File: src/rtl/rf_pkg.sv
package rf_pkg;
  localparam int SAMPLE_W = 16;

  // Offset-binary conversion of one byte: top bit inverted when u is set.
  function automatic logic [7:0] flip_byte(input logic [7:0] b, input logic u);
    return {b[7] ^ u, b[6:0]};
  endfunction

  // Offset-binary conversion of one word: bit 15 inverted when u is set.
  function automatic logic [15:0] flip_word(input logic [15:0] w, input logic u);
    return {w[15] ^ u, w[14:0]};
  endfunction

  // Entries that one host read consumes when enough are present.
  function automatic int unsigned need_entries(input logic t16, input logic wd);
    return (!t16 && wd) ? 2 : 1;
  endfunction
endpackage

File: src/rtl/rf_store.sv
module rf_store #(
  parameter int DEPTH = 16
) (
  input  logic                         clk,
  input  logic                         rst_n,
  input  logic                         clr,
  input  logic                         wr_en,
  input  logic [rf_pkg::SAMPLE_W-1:0]  wr_data,
  input  logic [1:0]                   rd_cnt,
  output logic [rf_pkg::SAMPLE_W-1:0]  head0,
  output logic [rf_pkg::SAMPLE_W-1:0]  head1,
  output logic [$clog2(DEPTH+1)-1:0]   level
);
  localparam int AW = (DEPTH > 1) ? $clog2(DEPTH) : 1;
  localparam int LW = $clog2(DEPTH+1);

  logic [rf_pkg::SAMPLE_W-1:0] mem [DEPTH];
  logic [AW-1:0] wp_q, rp_q;
  logic [LW-1:0] lvl_q;

  function automatic logic [AW-1:0] adv(input logic [AW-1:0] p, input int n);
    int t;
    t = int'(p) + n;
    if (t >= DEPTH) t = t - DEPTH;
    return AW'(t);
  endfunction

  always_ff @(posedge clk) begin
    if (wr_en) mem[wp_q] <= wr_data;
  end

  always_ff @(posedge clk or negedge rst_n) begin
    if (!rst_n) begin
      wp_q  <= '0;
      rp_q  <= '0;
      lvl_q <= '0;
    end else if (clr) begin
      wp_q  <= '0;
      rp_q  <= '0;
      lvl_q <= '0;
    end else begin
      if (wr_en) wp_q <= adv(wp_q, 1);
      rp_q  <= adv(rp_q, int'(rd_cnt));
      lvl_q <= lvl_q + LW'(wr_en) - LW'(rd_cnt);
    end
  end

  assign head0 = mem[rp_q];
  assign head1 = mem[adv(rp_q, 1)];
  assign level = lvl_q;
endmodule

File: src/rtl/rf_unpack.sv
module rf_unpack #(
  parameter int DEPTH = 16
) (
  input  logic                         clk,
  input  logic                         rst_n,
  input  logic                         clr,
  input  logic [1:0]                   dtype,
  input  logic                         wide,
  input  logic                         uns,
  input  logic                         pop,
  input  logic [rf_pkg::SAMPLE_W-1:0]  head0,
  input  logic [rf_pkg::SAMPLE_W-1:0]  head1,
  input  logic [$clog2(DEPTH+1)-1:0]   level,
  output logic [rf_pkg::SAMPLE_W-1:0]  rd_data,
  output logic [1:0]                   pop_n,
  output logic                         unf_evt
);
  import rf_pkg::*;
  localparam int LW = $clog2(DEPTH+1);

  logic t16, split, pair, enough, phase_q;

  assign t16    = dtype[0];
  assign split  = t16 & ~wide;
  assign pair   = ~t16 & wide;
  assign enough = (int'(level) >= int'(need_entries(t16, wide)));

  always_comb begin
    rd_data = '0;
    if (enough) begin
      if (pair)       rd_data = {flip_byte(head1[7:0], uns), flip_byte(head0[7:0], uns)};
      else if (split) rd_data = {8'h00, phase_q ? flip_byte(head0[15:8], uns) : head0[7:0]};
      else if (t16)   rd_data = flip_word(head0, uns);
      else            rd_data = {8'h00, flip_byte(head0[7:0], uns)};
    end
  end

  always_comb begin
    pop_n = 2'd0;
    if (pop && enough) begin
      if (pair)       pop_n = 2'd2;
      else if (split) pop_n = phase_q ? 2'd1 : 2'd0;
      else            pop_n = 2'd1;
    end
  end

  assign unf_evt = pop & ~enough;

  always_ff @(posedge clk or negedge rst_n) begin
    if (!rst_n)                phase_q <= 1'b0;
    else if (clr || !split)    phase_q <= 1'b0;
    else if (pop && enough)    phase_q <= ~phase_q;
  end
endmodule

File: src/rtl/rf_errflags.sv
module rf_errflags (
  input  logic clk,
  input  logic rst_n,
  input  logic clr,
  input  logic ovf_evt,
  input  logic unf_evt,
  input  logic stat_wr,
  input  logic stat_clr,
  output logic ovf,
  output logic unf,
  output logic hold
);
  logic hold_q, ovf_q, unf_q, wipe;

  assign wipe = clr | (stat_wr & stat_clr);

  always_ff @(posedge clk or negedge rst_n) begin
    if (!rst_n)       hold_q <= 1'b0;
    else if (stat_wr) hold_q <= stat_clr;
  end

  always_ff @(posedge clk or negedge rst_n) begin
    if (!rst_n) begin
      ovf_q <= 1'b0;
      unf_q <= 1'b0;
    end else if (wipe) begin
      ovf_q <= 1'b0;
      unf_q <= 1'b0;
    end else if (!hold_q) begin
      if (ovf_evt) ovf_q <= 1'b1;
      if (unf_evt) unf_q <= 1'b1;
    end
  end

  assign ovf  = ovf_q;
  assign unf  = unf_q;
  assign hold = hold_q;
endmodule

File: src/rtl/rec_fifo_fmt.sv
module rec_fifo_fmt #(
  parameter int DEPTH = 16
) (
  input  logic                       clk,
  input  logic                       rst_n,
  input  logic                       fifo_en,
  input  logic [1:0]                 dtype,
  input  logic                       wide,
  input  logic                       uns_out,
  input  logic                       irq_en,
  input  logic                       push,
  input  logic [15:0]                push_data,
  input  logic                       pop,
  input  logic                       stat_wr,
  input  logic                       stat_clr,
  output logic [15:0]                rd_data,
  output logic [$clog2(DEPTH+1)-1:0] level,
  output logic                       full,
  output logic                       empty,
  output logic                       ovf,
  output logic                       unf,
  output logic                       err,
  output logic                       irq
);
  localparam int LW = $clog2(DEPTH+1);

  logic        q_clr;
  logic        wr_acc;
  logic        ovf_evt;
  logic        unf_raw;
  logic        unf_evt;
  logic        pop_g;
  logic [1:0]  pop_n;
  logic        err_hold;
  logic [15:0] head0, head1;
  logic [LW-1:0] lvl;

  assign q_clr   = ~fifo_en;
  assign full    = (int'(lvl) == DEPTH);
  assign empty   = (lvl == '0);
  assign wr_acc  = fifo_en & push & ~full;
  assign ovf_evt = fifo_en & push & full;
  assign pop_g   = fifo_en & pop;
  assign unf_evt = fifo_en & unf_raw;

  rf_store #(.DEPTH(DEPTH)) u_store (
    .clk     (clk),
    .rst_n   (rst_n),
    .clr     (q_clr),
    .wr_en   (wr_acc),
    .wr_data (push_data),
    .rd_cnt  (pop_n),
    .head0   (head0),
    .head1   (head1),
    .level   (lvl)
  );

  rf_unpack #(.DEPTH(DEPTH)) u_unpack (
    .clk     (clk),
    .rst_n   (rst_n),
    .clr     (q_clr),
    .dtype   (dtype),
    .wide    (wide),
    .uns     (uns_out),
    .pop     (pop_g),
    .head0   (head0),
    .head1   (head1),
    .level   (lvl),
    .rd_data (rd_data),
    .pop_n   (pop_n),
    .unf_evt (unf_raw)
  );

  rf_errflags u_err (
    .clk      (clk),
    .rst_n    (rst_n),
    .clr      (q_clr),
    .ovf_evt  (ovf_evt),
    .unf_evt  (unf_evt),
    .stat_wr  (stat_wr),
    .stat_clr (stat_clr),
    .ovf      (ovf),
    .unf      (unf),
    .hold     (err_hold)
  );

  assign level = lvl;
  assign err   = ovf | unf;
  assign irq   = err & irq_en;
endmodule

File: config.mk
export PLATFORM = sky130hd
export DESIGN_NAME = rec_fifo_fmt
export DESIGN_NICKNAME = d
export VERILOG_FILES = /design/src/rtl/rf_pkg.sv /design/src/rtl/rf_store.sv /design/src/rtl/rf_unpack.sv /design/src/rtl/rf_errflags.sv /design/src/rtl/rec_fifo_fmt.sv
export SDC_FILE = /design/constraint.sdc
export NUM_CORES = 1
export LEC_CHECK = 0
export ABC_AREA = 0
export BUFFER_PORTS_ARGS = -buffer_cell sky130_fd_sc_hd__buf_2
export CAP_MARGIN = 10
export CORE_MARGIN = 5
export CORE_UTILIZATION = 32
export CTS_BUF_LIST = sky130_fd_sc_hd__clkbuf_8
export DETAILED_ROUTE_END_ITERATION = 6
export GPL_TIMING_DRIVEN = 1
export MAX_ROUTING_LAYER = met4
export RECOVER_POWER = 100
export SLEW_MARGIN = 25
export SYNTH_ARGS = -nofsm -noshare
export SYNTH_HDL_FRONTEND = slang
export SYNTH_SLANG_ARGS = --single-unit
File: constraint.sdc
create_clock -name clk -period 3.4 [get_ports clk]
set_clock_uncertainty 0.05 [all_clocks]
set_input_delay 0.17 -clock clk [delete_from_list [all_inputs] [get_ports clk]]
set_output_delay 0.17 -clock clk [all_outputs]
set_load 0.02 [all_outputs]
==> reports/qor.txt <==
=================================================================================================
DRC violation total after the first TritonRoute iteration                                     528
Series of cell instances along the critical path                                     ha_4, mux4_2, mux2i_1, mux2i_1, mux2i_1, mux2_1, clkbuf_2
Net Count, Synth                                                                              668
Number of warning messages in the yosys log                                                     0
FILL cells                                                                                  3,497
Sequential standard cell area                                                            8120 µm²
Syn Area/Cell                                                                            19.7 µm²
Register area share after synthesis                                                         0.663
Max capacitance violation total                                                                 0
Worst Tran Pin Value                                                                      1.01 ns
Worst Setup SP                                                                       u_store.rp_q[0]$_DFF_PN0_
Required @ worst endpoint                                                                 3.18 ns
Category of the worst setup path launch point                                            register
Sum of overflow across all layers after global routing                                          0
Final wirelength                                                                        30,300 µm
Number of distinct library cell variants in the gate-level netlist after synthesis             42
Final period demand of the worst path                                                     3.26 ns
Outcome                                                                                 completed
Worst reg2reg path endpoint                                                          u_store.level[4]$_DFF_PN0_
Vias per std cell                                                                            5.06
DIE WIDTH                                                                                  206 µm
Overall via count from detail_route                                                         6,619
Antenna Violating Nets Remaining                                                                0
Peak supply drop                                                                       0.000231 V
Total clock sinks                                                                             273
Leakage power total                                                                       4.67 nW
Share of flip-flops with an asynchronous set or reset after synthesis                      0.0623
I/O pins                                                                                       55
Dominant cell type by count on the critical path                                     sky130_fd_sc_hd__mux2i_1
Count of port buffers added during placement                                                   53
Core box area                                                                          37,800 µm²
Maximum level of the CTS H-tree                                                                 2
Clk_lat worst skew                                                                        0.56 ns
Overall die area                                                                       42,300 µm²
Setup WS pre-CTS                                                                         0.336 ns
Final sum of negative setup slack                                                            0 ns
Area taken by multi-input logic gates                                                    3880 µm²
Unrepaired setup endpoints after global routing                                                no
Cells after synthesis                                                                         621
Initial antenna violation count                                                                 0
Setup slack, reg-to-reg                                                                   0.34 ns
Root Buffer Master                                                                   sky130_fd_sc_hd__clkbuf_8
Final-report setup violation count                                                              0
Cell count of the worst hold path                                                               4
Number of global-route vias before repair                                                   6,970
Routed length per placed instance                                                         23.1 µm
Power Dens Cells                                                                       556 nW/µm²
DP Wirelength                                                                           18,700 µm
Number of flip-flops and latches in the synthesized netlist                                   273
Die Height                                                                                 206 µm
Area growth from synthesis to layout                                                        17.3%
Total routing resource utilization after global routing                                     0.148
Number of remaining DRC errors                                                                  0
Achievable clock frequency                                                              0.307 GHz
First-pass GRT wire length                                                              45,100 µm
Total CTS buffers                                                                              46
Setup crit end                                                                        rd_data[15]
Max stage delay cell, worst path                                                     sky130_fd_sc_hd__dfrtp_4
Count of final max-slew check failures                                                          0
Number of nets at the end of the flow                                                         809
Slowest stage delay, CP                                                                   0.55 ns
Relative slew slack                                                                         0.328
Cell Area, Synth                                                                       12,200 µm²
Synth top area share                                                                        0.628
Number of cell rows                                                                            71
Worst-case reg-to-reg path depth                                                               14
Startpoint of the worst-slack reg-to-reg timing path                                 u_store.level[0]$_DFF_PN0_
Predominant post-synthesis flop cell                                                 sky130_fd_sc_hd__edfxtp_1
Clock-pin slew on the worst setup and hold paths                                          0.06 ns
Number of enable-type register cells in the synthesized netlist                               256
Max clock buf depth                                                                             3
Fraction of layout cells with a size suffix above 1                                         0.279
Number of placed cells counting well taps                                                   1,196
Period utilisation layout                                                                   0.958
Type of the worst setup path                                                              reg2out
Setup Fix Bufs, Post-CTS                                                                        0
Non-filler instance count after layout                                                      1,309
Kind of end point of the critical path                                                 output pin
Count of TritonRoute iterations in the first routing pass                                       5
Maximum net fanout on the critical path                                                         7
Maximum number of pins on one net before global-route repair                                   46
Cells taking the most area after synthesis                                           sky130_fd_sc_hd__edfxtp_1 (63%), sky130_fd_sc_hd__mux4_2 (19%), sky130_fd_sc_hd__dfrtp_1 (3.5%)
Antenna diodes                                                                                  0
Gpl congestion                                                                              0.771
Number of endpoints with negative hold slack in the final report                                0
Min-Delay Path Class                                                                       in2reg
Synth area leader                                                                    sky130_fd_sc_hd__edfxtp_1
Initial Util                                                                                0.324
Worst setup slack after layout                                                           0.143 ns
Clock tree from TritonCTS                                                                    done
Arrival time of data at the critical path endpoint                                        3.04 ns
=================================================================================================
## what timing repair did
item                                    4_1_cts  5_1_grt
hold endpoints to repair                    282        0
cloned                                        1        1
hold buffers                                 27        0
resized for setup                             5        3
endpoints found under the setup margin       10        9
## through the flow
step | total power, mW | utilization | area, µm² | hold slack (ns)
final | 7.97 | 0.380 | 14400 | 0.0545
after global placement | 5.38 | 0.353 | 13300 | 0.0727
after detailed placement | 5.39 | 0.353 | 13300 | 0.0792
after CTS | 8.08 | 0.384 | 14500 | 0.00970
after floorplan | 4.92 | - | 12200 | -0.176
after global routing | 8.36 | 0.380 | 14400 | 0.0662
## state kept, by name, indices dropped and copies added, names as in the netlist
register / count
u_store.rp_q: 4
u_unpack.phase_q: 1
u_store.level: 5
u_err.unf: 1
u_err.hold: 1
u_store.wp_q: 4
u_err.ovf: 1
u_store.mem: 256
## critical path, delay by kind of cell (launching register included)
kind       cells  cell delay [ns]
fa+ha+maj      1             0.39
buf+inv        1             0.16
flops          1             0.55
mux            5             1.39
## metal layers
layer,global-route usage,routed length (µm),up-vias
met3,0.0320,1860,53
li1,-,-,2859
met2,0.228,14300,225
met5,-,0,-
met4,0.0459,754,0
met1,0.200,13400,3482
## kinds of logic (layout without fill, tap and decap cells)
family                   count (synthesis)  count (layout)  synth area share
adder cells (fa/ha/maj)                 19              19            0.0206
AND/OR/NAND/NOR                         95              95            0.0356
XOR/XNOR                                 8               8           0.00787
multiplexers                           149             149             0.238
AO/OA/AOI/OAI                           26              26            0.0126
flip-flops                             273             273             0.663
buffers and inverters                   51             228            0.0226
## layout make-up
class | instances | share of cell area
clock buffers | 49 | 0.0470
clock inverters | 35 | 0.0103
inverters | 17 | 0.00445
multi-input cells | 297 | 0.270
flip-flops and latches | 273 | 0.566
well taps | 511 | 0.0445
repair buffers | 127 | 0.0574
## cells in the final DEF (no fill, tap or decap), drive strengths merged, types with 12 or more instances in the layout
cell type,synthesis,routed
mux4,111,111
edfxtp,256,256
mux2i,37,37
clkinv,1,12
buf,27,28
clkbuf,7,120
nand2,29,29
dfrtp,17,17
inv,16,38
nor2,32,32
ha,17,17
a21oi,13,13
dlygate4sd3,0,27
## cell usage after synthesis (all sizes together) (5+ instances only)
cell type,n
and2,5
nand2,29
dfrtp,17
clkbuf,7
edfxtp,256
inv,16
nor2,32
o21ai,5
nand2b,6
nor3,7
mux4,111
xor2,5
buf,27
a21oi,13
mux2i,37
ha,17
## worst min path at each step
| stage | end | from |
|---|---|---|
| detailed placement | u_store.level[1]$_DFF_PN0_ | rst_n |
| floorplan | u_err.hold$_DFFE_PN0P_ | rst_n |
| CTS | u_store.level[1]$_DFF_PN0_ | rst_n |
| global placement | u_unpack.phase_q$_DFFE_PN0P_ | rst_n |
| global route | u_unpack.phase_q$_DFFE_PN0P_ | dtype[0] |
| finish | u_unpack.phase_q$_DFFE_PN0P_ | dtype[0] |
## power breakdown
group / internal [mW] / switching (mW) / total, mW
clock network: 1.33 / 1.29 / 2.62
registers: 3.76 / 0.0588 / 3.82
logic: 0.663 / 0.872 / 1.54
No activity file was read; power rests on OpenSTA's default activity.
